==> src/rtl/uart_tx_pkg.sv <==
package uart_tx_pkg;

   localparam int CHAR_W = 8;
   localparam int WLEN_W = 2;

   // status word bit positions
   localparam int FLG_TXE_BIT = 7;
   localparam int FLG_TXF_BIT = 5;
   localparam int FLG_RXE_BIT = 4;
   localparam int FLG_BSY_BIT = 3;

   // line-control bit positions
   localparam int LCR_WLEN_LO = 5;
   localparam int LCR_FEN_BIT = 4;

   // control bit positions
   localparam int CTL_UEN_BIT = 0;
   localparam int CTL_TEN_BIT = 8;
   localparam int CTL_REN_BIT = 9;

   typedef enum logic [1:0] {
      TX_IDLE,
      TX_START,
      TX_DATA,
      TX_STOP
   } tx_state_e;

   typedef struct packed {
      logic              uart_en;
      logic              tx_en;
      logic              rx_en;
      logic              fifo_en;
      logic [WLEN_W-1:0] wlen;
   } tx_cfg_t;

   // data bits per character for a word-length code
   function automatic logic [3:0] char_bits(input logic [WLEN_W-1:0] code);
      return 4'd5 + {2'b00, code};
   endfunction

endpackage

==> src/rtl/uart_tx_regs.sv <==
module uart_tx_regs
   import uart_tx_pkg::*;
#(
   parameter int ADDR_W   = 8,
   parameter int DATA_W   = 32,
   parameter int OFF_DATA = 'h00,
   parameter int OFF_FLAG = 'h18,
   parameter int OFF_LCTL = 'h2C,
   parameter int OFF_CTRL = 'h30
) (
   input  logic              clk,
   input  logic              rst_n,
   input  logic              bus_wr,
   input  logic              bus_rd,
   input  logic [ADDR_W-1:0] bus_addr,
   input  logic [DATA_W-1:0] bus_wdata,
   input  logic              st_empty,
   input  logic              st_full,
   input  logic              st_busy,
   output tx_cfg_t           cfg,
   output logic              push,
   output logic [CHAR_W-1:0] push_char,
   output logic [DATA_W-1:0] bus_rdata
);

   localparam logic [ADDR_W-1:0] A_DATA = ADDR_W'(OFF_DATA);
   localparam logic [ADDR_W-1:0] A_FLAG = ADDR_W'(OFF_FLAG);
   localparam logic [ADDR_W-1:0] A_LCTL = ADDR_W'(OFF_LCTL);
   localparam logic [ADDR_W-1:0] A_CTRL = ADDR_W'(OFF_CTRL);

   if (DATA_W < 16) begin : g_bad_data_w
      $error("uart_tx_regs: DATA_W must be at least 16");
   end
   if (ADDR_W < 6) begin : g_bad_addr_w
      $error("uart_tx_regs: ADDR_W too narrow for the register offsets");
   end
   if (OFF_DATA == OFF_FLAG || OFF_DATA == OFF_LCTL || OFF_DATA == OFF_CTRL ||
       OFF_FLAG == OFF_LCTL || OFF_FLAG == OFF_CTRL || OFF_LCTL == OFF_CTRL) begin : g_bad_map
      $error("uart_tx_regs: register offsets must be distinct");
   end

   tx_cfg_t           cfg_q;
   logic [DATA_W-1:0] rd_word;
   logic [DATA_W-1:0] rdata_q;
   logic              unused_wdata;

   assign unused_wdata = ^bus_wdata[DATA_W-1:10];

   always_ff @(posedge clk or negedge rst_n) begin
      if (!rst_n) begin
         cfg_q <= '0;
      end else if (bus_wr) begin
         if (bus_addr == A_LCTL) begin
            cfg_q.fifo_en <= bus_wdata[LCR_FEN_BIT];
            cfg_q.wlen    <= bus_wdata[LCR_WLEN_LO +: WLEN_W];
         end
         if (bus_addr == A_CTRL) begin
            cfg_q.uart_en <= bus_wdata[CTL_UEN_BIT];
            cfg_q.tx_en   <= bus_wdata[CTL_TEN_BIT];
            cfg_q.rx_en   <= bus_wdata[CTL_REN_BIT];
         end
      end
   end

   assign push      = bus_wr && (bus_addr == A_DATA);
   assign push_char = bus_wdata[CHAR_W-1:0];
   assign cfg       = cfg_q;

   always_comb begin
      rd_word = '0;
      if (bus_addr == A_FLAG) begin
         rd_word[FLG_TXE_BIT] = st_empty;
         rd_word[FLG_TXF_BIT] = st_full;
         rd_word[FLG_RXE_BIT] = 1'b1;
         rd_word[FLG_BSY_BIT] = st_busy;
      end else if (bus_addr == A_LCTL) begin
         rd_word[LCR_FEN_BIT]               = cfg_q.fifo_en;
         rd_word[LCR_WLEN_LO +: WLEN_W]     = cfg_q.wlen;
      end else if (bus_addr == A_CTRL) begin
         rd_word[CTL_UEN_BIT] = cfg_q.uart_en;
         rd_word[CTL_TEN_BIT] = cfg_q.tx_en;
         rd_word[CTL_REN_BIT] = cfg_q.rx_en;
      end
   end

   always_ff @(posedge clk or negedge rst_n) begin
      if (!rst_n) begin
         rdata_q <= '0;
      end else begin
         rdata_q <= bus_rd ? rd_word : '0;
      end
   end

   assign bus_rdata = rdata_q;

endmodule

==> src/rtl/uart_tx_fifo.sv <==
module uart_tx_fifo #(
   parameter int DEPTH = 16,
   parameter int WIDTH = 8,
   localparam int PTR_W = $clog2(DEPTH),
   localparam int CNT_W = $clog2(DEPTH + 1)
) (
   input  logic             clk,
   input  logic             rst_n,
   input  logic             fifo_en,
   input  logic             push,
   input  logic [WIDTH-1:0] push_data,
   input  logic             pop,
   output logic [WIDTH-1:0] head,
   output logic             empty,
   output logic             full,
   output logic [CNT_W-1:0] count
);

   if (DEPTH < 2) begin : g_bad_depth
      $error("uart_tx_fifo: DEPTH must be at least 2");
   end

   logic [WIDTH-1:0] mem [DEPTH];
   logic [PTR_W-1:0] wr_ptr, rd_ptr, wr_nxt, rd_nxt;
   logic [CNT_W-1:0] cnt_q, cap;
   logic             push_ok, pop_ok;

   // pointer wrap: free for a power-of-two depth, explicit otherwise
   if ((DEPTH & (DEPTH - 1)) == 0) begin : g_pow2
      assign wr_nxt = wr_ptr + PTR_W'(1);
      assign rd_nxt = rd_ptr + PTR_W'(1);
   end else begin : g_wrap
      assign wr_nxt = (wr_ptr == PTR_W'(DEPTH - 1)) ? '0 : wr_ptr + PTR_W'(1);
      assign rd_nxt = (rd_ptr == PTR_W'(DEPTH - 1)) ? '0 : rd_ptr + PTR_W'(1);
   end

   // holding-register mode limits occupancy to one entry
   assign cap     = fifo_en ? CNT_W'(DEPTH) : CNT_W'(1);
   assign empty   = (cnt_q == '0);
   assign full    = (cnt_q >= cap);
   assign push_ok = push && !full;
   assign pop_ok  = pop && !empty;

   always_ff @(posedge clk) begin
      if (push_ok) begin
         mem[wr_ptr] <= push_data;
      end
   end

   always_ff @(posedge clk or negedge rst_n) begin
      if (!rst_n) begin
         wr_ptr <= '0;
         rd_ptr <= '0;
         cnt_q  <= '0;
      end else begin
         if (push_ok) wr_ptr <= wr_nxt;
         if (pop_ok)  rd_ptr <= rd_nxt;
         unique case ({push_ok, pop_ok})
            2'b10:   cnt_q <= cnt_q + CNT_W'(1);
            2'b01:   cnt_q <= cnt_q - CNT_W'(1);
            default: cnt_q <= cnt_q;
         endcase
      end
   end

   assign head  = mem[rd_ptr];
   assign count = cnt_q;

endmodule

==> src/rtl/uart_tx_shifter.sv <==
module uart_tx_shifter
   import uart_tx_pkg::*;
#(
   parameter int TICKS_PER_BIT = 16,
   localparam int TCNT_W = $clog2(TICKS_PER_BIT),
   localparam int BIT_W  = $clog2(CHAR_W)
) (
   input  logic              clk,
   input  logic              rst_n,
   input  logic              baud_tick,
   input  logic              can_start,
   input  logic [CHAR_W-1:0] load_char,
   input  logic [WLEN_W-1:0] wlen,
   output logic              pop,
   output logic              active,
   output logic              txd
);

   if (TICKS_PER_BIT < 2) begin : g_bad_ticks
      $error("uart_tx_shifter: TICKS_PER_BIT must be at least 2");
   end

   tx_state_e         state;
   logic [TCNT_W-1:0] tcnt;
   logic [CHAR_W-1:0] sh;
   logic [BIT_W-1:0]  bits_left;
   logic              bit_end;

   assign bit_end = baud_tick && (tcnt == TCNT_W'(TICKS_PER_BIT - 1));
   assign pop     = (state == TX_IDLE) && can_start;
   assign active  = (state != TX_IDLE);

   // tick counter within a bit period
   always_ff @(posedge clk or negedge rst_n) begin
      if (!rst_n) begin
         tcnt <= '0;
      end else if (state == TX_IDLE) begin
         tcnt <= '0;
      end else if (baud_tick) begin
         tcnt <= bit_end ? '0 : tcnt + TCNT_W'(1);
      end
   end

   // frame sequencing; enables are only consulted in idle
   always_ff @(posedge clk or negedge rst_n) begin
      if (!rst_n) begin
         state     <= TX_IDLE;
         sh        <= '0;
         bits_left <= '0;
      end else begin
         unique case (state)
            TX_IDLE: begin
               if (can_start) begin
                  sh        <= load_char;
                  bits_left <= BIT_W'(char_bits(wlen) - 4'd1);
                  state     <= TX_START;
               end
            end
            TX_START: begin
               if (bit_end) state <= TX_DATA;
            end
            TX_DATA: begin
               if (bit_end) begin
                  if (bits_left == '0) begin
                     state <= TX_STOP;
                  end else begin
                     sh        <= sh >> 1;
                     bits_left <= bits_left - BIT_W'(1);
                  end
               end
            end
            TX_STOP: begin
               if (bit_end) state <= TX_IDLE;
            end
            default: state <= TX_IDLE;
         endcase
      end
   end

   always_comb begin
      unique case (state)
         TX_START: txd = 1'b0;
         TX_DATA:  txd = sh[0];
         default:  txd = 1'b1;
      endcase
   end

endmodule

==> src/rtl/uart_tx_core.sv <==
module uart_tx_core
   import uart_tx_pkg::*;
#(
   parameter int ADDR_W        = 8,
   parameter int DATA_W        = 32,
   parameter int FIFO_DEPTH    = 16,
   parameter int TICKS_PER_BIT = 16,
   parameter int OFF_DATA      = 'h00,
   parameter int OFF_FLAG      = 'h18,
   parameter int OFF_LCTL      = 'h2C,
   parameter int OFF_CTRL      = 'h30
) (
   input  logic              clk,
   input  logic              rst_n,
   input  logic              bus_wr,
   input  logic              bus_rd,
   input  logic [ADDR_W-1:0] bus_addr,
   input  logic [DATA_W-1:0] bus_wdata,
   output logic [DATA_W-1:0] bus_rdata,
   input  logic              baud_tick,
   output logic              txd
);

   localparam int CNT_W = $clog2(FIFO_DEPTH + 1);

   tx_cfg_t           cfg;
   logic              push, pop;
   logic [CHAR_W-1:0] push_char, fifo_head;
   logic              fifo_empty, fifo_full;
   logic [CNT_W-1:0]  fifo_count;
   logic              shift_active, can_start, busy;

   assign can_start = !fifo_empty && cfg.uart_en && cfg.tx_en;
   assign busy      = !fifo_empty || shift_active;

   uart_tx_regs #(
      .ADDR_W   (ADDR_W),
      .DATA_W   (DATA_W),
      .OFF_DATA (OFF_DATA),
      .OFF_FLAG (OFF_FLAG),
      .OFF_LCTL (OFF_LCTL),
      .OFF_CTRL (OFF_CTRL)
   ) u_regs (
      .clk       (clk),
      .rst_n     (rst_n),
      .bus_wr    (bus_wr),
      .bus_rd    (bus_rd),
      .bus_addr  (bus_addr),
      .bus_wdata (bus_wdata),
      .st_empty  (fifo_empty),
      .st_full   (fifo_full),
      .st_busy   (busy),
      .cfg       (cfg),
      .push      (push),
      .push_char (push_char),
      .bus_rdata (bus_rdata)
   );

   uart_tx_fifo #(
      .DEPTH (FIFO_DEPTH),
      .WIDTH (CHAR_W)
   ) u_fifo (
      .clk       (clk),
      .rst_n     (rst_n),
      .fifo_en   (cfg.fifo_en),
      .push      (push),
      .push_data (push_char),
      .pop       (pop),
      .head      (fifo_head),
      .empty     (fifo_empty),
      .full      (fifo_full),
      .count     (fifo_count)
   );

   uart_tx_shifter #(
      .TICKS_PER_BIT (TICKS_PER_BIT)
   ) u_shift (
      .clk       (clk),
      .rst_n     (rst_n),
      .baud_tick (baud_tick),
      .can_start (can_start),
      .load_char (fifo_head),
      .wlen      (cfg.wlen),
      .pop       (pop),
      .active    (shift_active),
      .txd       (txd)
   );

endmodule

==> config.mk <==
export PLATFORM = sky130hd
export DESIGN_NAME = uart_tx_core
export DESIGN_NICKNAME = d
export VERILOG_FILES = /design/src/rtl/uart_tx_pkg.sv /design/src/rtl/uart_tx_regs.sv /design/src/rtl/uart_tx_fifo.sv /design/src/rtl/uart_tx_shifter.sv /design/src/rtl/uart_tx_core.sv
export SDC_FILE = /design/constraint.sdc
export NUM_CORES = 1
export LEC_CHECK = 0
export CELL_PAD_IN_SITES_DETAIL_PLACEMENT = 1
export CELL_PAD_IN_SITES_GLOBAL_PLACEMENT = 1
export CORE_ASPECT_RATIO = 1.25
export CORE_MARGIN = 2
export CORE_UTILIZATION = 48
export DETAILED_ROUTE_END_ITERATION = 10
export PLACE_DENSITY_LB_ADDON = 0.1
export SYNTH_ARGS = -nofsm -noshare
export SYNTH_HDL_FRONTEND = slang
export SYNTH_SLANG_ARGS = --single-unit
==> constraint.sdc <==
create_clock -name clk -period 3.9 [get_ports clk]
set_clock_uncertainty 0.05 [all_clocks]
set_input_delay 0.78 -clock clk [delete_from_list [all_inputs] [get_ports clk]]
set_output_delay 0.78 -clock clk [all_outputs]
set_load 0.05 [all_outputs]
# [Word level (Yosys, flattened, before mapping)]
# Memories as Yosys holds them, arrays and structs flattened.
# Index checks and enable logic that the tools add are counted.
[totals] word_cells=94 inputBits=45 ram_bits=128 n_memories=1 output_inout_bits=33 reg_bits=68
[classes] eq_ne=15 n_mux=34 n_reduce_logical=22 magnitude_cmp=1 addsub=8
[memory_table] name="u_fifo.mem" words=16 word_bits=8 read_ports=1 rd_ports_with_merged_regs=0 write_ports=1 line="uart_tx_fifo.sv:23" rtl="logic [WIDTH-1:0] mem [DEPTH];"
[ops] op="8-bit 2-to-1 mux" n=3
[ops] op="2-bit 2-to-1 mux" n=9
[ops] op="8-bit by 6-bit equality test with 1-bit output (second input constant)" n=2
[ops] op="8-bit case mux with 2 select lines" n=1
[ops] op="4-bit by 1-bit adder with 4-bit output (second input constant)" n=3
[ops] op="3-bit 2-to-1 mux" n=4
[ops] op="4-bit 2-to-1 mux" n=3
[ops] op="10-bit 2-to-1 mux" n=1
[ops] op="2-bit by 1-bit != test with 1-bit output (second input constant)" n=5
[ops] op="5-bit case mux with 2 select lines" n=1
[ops] op="8-bit by 5-bit equality test with 1-bit output (second input constant)" n=1
[ops] op="8-bit logical NOT" n=1
[ops] op="1-bit 2-to-1 mux" n=8
[ops] op="2-bit case mux with 4 select lines" n=1
[ops] op="2-bit nonzero test" n=4
[ops] op="1-bit logical AND" n=7
[ops] op="2-bit equality test (second input constant)" n=3
[ops] op="3-bit case mux with 2 select lines" n=1
[ops] op="3-bit by 1-bit subtractor with 3-bit output (second input constant)" n=2
[ops] op="5-bit by 1-bit adder with 5-bit output (second input constant)" n=1
[ops] op="5-bit greater-or-equal comparator" n=1
[ops] op="5-bit logical NOT" n=1
[ops] op="5-bit 2-to-1 mux" n=1
[ops] op="5-bit AND reduction" n=1
[ops] op="other kinds (12)" n=15

# [Logic depth before layout (Yosys ltp)]
[depth] ltp_word=8 mapped_depth=13 ltp_nobuf=13

# [By module]
# A second synthesis with hierarchy kept.
[hier_totals] cells_unflattened=533 hier_area_um2=7679.9
[modules_own_cells] mod="uart_tx_fifo" instances=1 area_each_um2=5756.8 seq_area_each_um2=4169.0 cells_per_inst=336
[modules_own_cells] mod="uart_tx_shifter" instances=1 area_each_um2=1078.5 seq_area_each_um2=425.4 cells_per_inst=117
[modules_own_cells] mod="uart_tx_regs" instances=1 area_each_um2=829.5 seq_area_each_um2=350.3 cells_per_inst=78
[modules_own_cells] mod="uart_tx_core" instances=1 area_each_um2=15.0 seq_area_each_um2=0.0 cells_per_inst=2

# [Worst setup path after synthesis]
# Ideal clock, no wire load.
[synth_timing] path_kind="input -> register" start="in bus_addr[1]" end="reg u_fifo.cnt_q[4], in the netlist u_fifo.count[4]" n_path_buf=0 setup_ps=79 arrival_ps=3199 cell_stages=11 setup_slack_ps=571 cell_sequence="nor4_1 -> nand3b_1 -> a2111oi_4 -> inv_4 -> ha_1 -> ha_1 -> nor2b_1 -> o21ai_0 -> a21oi_1 -> nor3_1 -> xor2_1"
[synth_via] elab_chain_cells=5 word_cells_on_any_way=7
[synth_rtl] element="start: declaration" line="uart_tx_core.sv:17" rtl="input logic [ADDR_W-1:0] bus_addr,"
[synth_rtl] element="8-bit logical NOT (*)" line="uart_tx_regs.sv:65" rtl="assign push = bus_wr && (bus_addr == A_DATA);"
[synth_rtl] element="1-bit logical AND (*)" line="uart_tx_regs.sv:65"
[synth_rtl] element="1-bit logical AND (*)" line="uart_tx_fifo.sv:41" rtl="assign push_ok = push && !full;"
[synth_rtl] element="2-bit by 1-bit equality test with 1-bit output / 2-bit equality test (equally long branches)" line="uart_tx_fifo.sv:58" rtl="unique case ({push_ok, pop_ok})"
[synth_rtl] element="5-bit case mux with 2 select lines / 2-bit nonzero test (equally long branches)"
[synth_rtl] element="end signal: assignment" line="uart_tx_fifo.sv:59" rtl="2'b10: cnt_q <= cnt_q + CNT_W'(1);"
[synth_rtl] element="end signal: assignment" line="uart_tx_fifo.sv:60" rtl="2'b01: cnt_q <= cnt_q - CNT_W'(1);"
[synth_rtl] element="end signal: assignment" line="uart_tx_fifo.sv:61" rtl="default: cnt_q <= cnt_q;"
[synth_rtl] element="end: declaration" line="uart_tx_fifo.sv:25" rtl="logic [CNT_W-1:0] cnt_q, cap;"
# Mark *: on every way between the ends. The rest lies on a longest branch, timed or not.
# A chain may end at the register's enable or synchronous reset.

# [Final worst setup path]
# Ends and elaborated chain as after synthesis.

==> out/results.txt <==
After routing the design area is 8530 um2. Summing all placed instances gives a cell area of 7960 um2. The initial core utilization is 49.3%.

At the later pin of the worst-skew pair, clock insertion delay measures 0.42 ns. The highest layer touched by signal routing is met4. The deepest level of the CTS H-tree is 4, and the worst slack on hold paths is 0.449 ns. The run gives 17 as the number of buffers added by the clock tree synthesis step.

The final number of setup-violating endpoints was 0. For hold timing, the worst endpoint is u_shift.sh[6]$_DFFE_PN0P_. In this run, synthesis inferred 128 flip-flops with an integrated enable. Setup repair after global routing left no endpoint under its margin. The antenna diode count came out at 0.

Detailed placement ended at an HPWL of 10900 um. The largest net degree at the start of global routing came out at 45. The top cell types in the final layout, fill and taps aside, are sky130_fd_sc_hd__edfxtp_1, sky130_fd_sc_hd__dfrtp_1, sky130_fd_sc_hd__clkdlybuf4s50_1, sky130_fd_sc_hd__mux2i_1, sky130_fd_sc_hd__nand2_1. The worst setup path is launched from an input port.

The launch point of the worst hold path is u_shift.sh[6]$_DFFE_PN0P_. The synthesis-stage register bit count is 172. Leaving out fill and tap cells, the most frequent cell in the layout is sky130_fd_sc_hd__edfxtp_1.

The tools report the launch point of the worst reg-to-reg path as u_fifo.count[1]$_DFFE_PN0P_. The via count of the first global-routing pass is 4495, and the number of clock sinks seen by CTS is 172. Tracing the worst setup path back leads to its startpoint at bus_addr[1]. From bottom edge to top edge, the die measures 143 um. In this run the horizontal extent of the chip is 115 um. The routed design uses 537 um of met3 wire. Detailed routing inserted a total of 4126 vias. During placement, the flow inserted port buffers numbering 31. For this run, the register share of the synthesized area comes to 66.8%.

The flow ran to the end, and the final reports show no timing, DRC or antenna violations. The endpoint class of the critical path was a register. In this run the power density over the cells is 507 nW/um2. For the finished layout, the period the worst path requires is 3.46 ns. The placeable core region came out at 15000 um2. The count of nets left with antenna violations once routing finished came out at 0. The root buffer cell chosen for the clock tree is sky130_fd_sc_hd__clkbuf_16. Across the VDD grid, the largest voltage drop is 0.393 mV. After floorplanning, the core was divided into 50 placement rows.

Dividing the synthesized area by the synthesized cell count gives 15.6 um2. In this run the post-CTS setup repair buffer count came out at 0. The number of design rule violations left after detail routing was 0; the worst-case clock buffer depth was 2. In the final routed layout, each cell accounts on average for 22.1 um.

The worst path meets setup with 0.442 ns of slack. Counting cells, the worst reg-to-reg path comes to 11. The number of antenna violations at the first check in global routing was 0; the cell area after technology mapping was 7410 um2. In this run the critical register-to-register path is captured at u_fifo.count[4]$_DFFE_PN0P_. Type of the setup path with the least slack: in2reg.

The worst-case setup slack after placement was -0.00784 ns; the max-slew violation total from the final report was 0. The number of hold violations in the final report was 0; the post-synthesis instance total was 476. The tools report the wire length of the first global-routing pass as 25100 um. After synthesis, the netlist uses 49 different library cells. Using the TritonRoute via totals, the vias-per-cell ratio works out to 5.68.

Total routed wirelength: 16100 um. Summing internal, switching and leakage power gives 0.00433 W. Number of maximum-capacitance constraint violations: 0.

Detailed routing placed a total of 8770 um of wire on met2. The min-delay analysis places its worst path in the category reg2reg. At the end of routability-driven placement, the weighted congestion stood at 0.802. The tools report the worst endpoint data arrival time as 3.76 ns. The largest driver fanout on the critical path works out to 4. The tools report the worst slew margin relative to its limit as 29.4%.

For the pin with the worst max-slew slack, the measured transition is 1.06 ns. During synthesis, Yosys emitted a total of 0 warnings. The die covers 16400 um2. The run gives 6250 um as the routed length on met1. The tools report the register-to-register path setup slack as 0.58 ns.

TritonCTS built the clock tree. Relative to the synthesized area, the layout overhead comes to 15.2%. Hold path depth: 1.

The sum of overflow across all layers after global routing is 0, and the DRC violation total after the first TritonRoute iteration is 261. Number of nets in the finished design: 596. Final-layout setup total negative slack: 0 ns. In the synthesized netlist the dominant register cell turns out to be sky130_fd_sc_hd__edfxtp_1.

After clock tree synthesis, the repair step resized 0 gates. The fraction of registers with async set or reset after synthesis works out to 25.6%. The post-route fraction of the period consumed by the critical path was 88.7%; the share of layout cells above drive strength 1 was 16.7%. The maximum frequency from static timing analysis was 289 MHz; the global-route total usage across every layer was 21.1%.

At the worst endpoint, the required time is 4.20 ns. For this design the top-level I/O count stands at 78. Buffers inserted to repair hold after CTS numbered 0.

After clock tree synthesis, the clock-pin slew on the worst setup and hold paths is 0.07 ns. Length of the first detailed-routing pass in iterations: 4. The run gives 3.04 nW as the total leakage power.
## routing by layer
| layer | GRT usage [%] | vias up |
|---|---|---|
| met5 | 0 | - |
| met2 | 37.8 | 84 |
| met3 | 3.90 | 30 |
| met4 | 9.96 | 0 |
| li1 | - | 1879 |
| met1 | 24.3 | 2133 |
## cells in the mapped netlist (2+ instances only)
cell type,number,area (um2)
sky130_fd_sc_hd__a21oi_1,15,75.1
sky130_fd_sc_hd__a22oi_1,14,105
sky130_fd_sc_hd__and2_1,14,87.6
sky130_fd_sc_hd__and3_1,4,25.0
sky130_fd_sc_hd__buf_2,4,20.0
sky130_fd_sc_hd__buf_4,24,180
sky130_fd_sc_hd__clkbuf_1,14,52.6
sky130_fd_sc_hd__dfrtp_1,44,1100
sky130_fd_sc_hd__edfxtp_1,128,3840
sky130_fd_sc_hd__ha_1,19,238
sky130_fd_sc_hd__inv_1,13,48.8
sky130_fd_sc_hd__mux2_2,7,78.8
sky130_fd_sc_hd__mux2i_1,29,290
sky130_fd_sc_hd__mux4_2,19,428
sky130_fd_sc_hd__nand2_1,26,97.6
sky130_fd_sc_hd__nand2b_1,2,12.5
sky130_fd_sc_hd__nand3_1,2,10.0
sky130_fd_sc_hd__nand3b_1,3,22.5
sky130_fd_sc_hd__nand4_1,4,25.0
sky130_fd_sc_hd__nor2_1,9,33.8
sky130_fd_sc_hd__nor2b_1,5,31.3
sky130_fd_sc_hd__nor3_1,2,10.0
sky130_fd_sc_hd__nor3b_1,6,45.0
sky130_fd_sc_hd__nor4_1,2,12.5
sky130_fd_sc_hd__o211ai_1,2,15.0
sky130_fd_sc_hd__o21a_1,8,60.1
sky130_fd_sc_hd__o21ai_0,10,50.1
sky130_fd_sc_hd__o22ai_1,7,43.8
sky130_fd_sc_hd__o311ai_0,8,70.1
sky130_fd_sc_hd__or3_1,4,25.0
sky130_fd_sc_hd__xnor2_1,6,52.6
sky130_fd_sc_hd__xor2_1,5,43.8
## worst max-delay path by stage
stage | endpoint | slack (ns) | depth (start not counted)
finish | u_fifo.count[4]$_DFFE_PN0P_ | 0.44 | 12
CTS | u_fifo.count[4]$_DFFE_PN0P_ | 0.44 | 12
global placement | u_fifo.count[4]$_DFFE_PN0P_ | 0.08 | 12
global route | u_fifo.count[4]$_DFFE_PN0P_ | 0.15 | 12
detailed placement | u_fifo.count[4]$_DFFE_PN0P_ | -0.008 | 12
floorplan | u_fifo.count[4]$_DFFE_PN0P_ | 0.57 | 11
## state kept, by name (all words and copies together), names as in the netlist
signal	flops
u_fifo.mem	128
u_regs.bus_rdata	8
u_shift.sh	8
u_regs.cfg	6
u_fifo.count	5
u_fifo.rd_ptr	4
u_fifo.wr_ptr	4
u_shift.tcnt	4
u_shift.bits_left	3
u_shift.state	2
## cell type report
| cell class | count | area, um2 |
|---|---|---|
| clock buffers | 22 | 474 |
| clock inverters | 10 | 92.6 |
| fillers | 1406 | 6480 |
| inverters | 14 | 55.1 |
| multi-input cells | 270 | 2240 |
| flip-flops and latches | 172 | 4950 |
| well taps | 182 | 228 |
| repair buffers | 56 | 493 |
## power by group
group | total [W] | leakage (nW) | internal (W) | switching (W)
registers | 0.00212 | 1.71 | 0.00206 | 0.0000651
clock network | 0.00161 | 0.272 | 0.000929 | 0.000683
logic | 0.000594 | 1.05 | 0.000233 | 0.000361
## per-stage QoR
stage,cells,utilization [%]
after floorplan,499,-
after global placement,694,53.0
after detailed placement,694,53.0
after CTS,726,56.8
after global routing,726,56.8
final,726,56.8
## critical path: stages
cell                              delay (ns)
sky130_fd_sc_hd__clkdlybuf4s50_1        0.40
sky130_fd_sc_hd__nor4_1                 0.43
sky130_fd_sc_hd__nand3b_1               0.23
sky130_fd_sc_hd__a2111oi_4              0.46
sky130_fd_sc_hd__inv_4                  0.05
sky130_fd_sc_hd__ha_1                   0.24
sky130_fd_sc_hd__ha_1                   0.34
sky130_fd_sc_hd__nor2b_1                0.16
sky130_fd_sc_hd__o21ai_0                0.19
sky130_fd_sc_hd__a21oi_1                0.10
sky130_fd_sc_hd__nor3_1                 0.21
sky130_fd_sc_hd__xor2_1                 0.16
## cell families (layout without fill, tap and decap cells)
kind of cell | count (synthesis) | count (layout) | synth area share (%)
flops | 172 | 172 | 66.8
simple gates | 89 | 89 | 6.71
compound gates | 71 | 71 | 6.74
buf+inv | 57 | 102 | 4.21
mux | 55 | 55 | 10.8
fa+ha+maj | 20 | 20 | 3.48
xor+xnor | 11 | 11 | 1.30
other cells | 1 | 24 | 0.0506
Power figures use the tool's default switching activity.
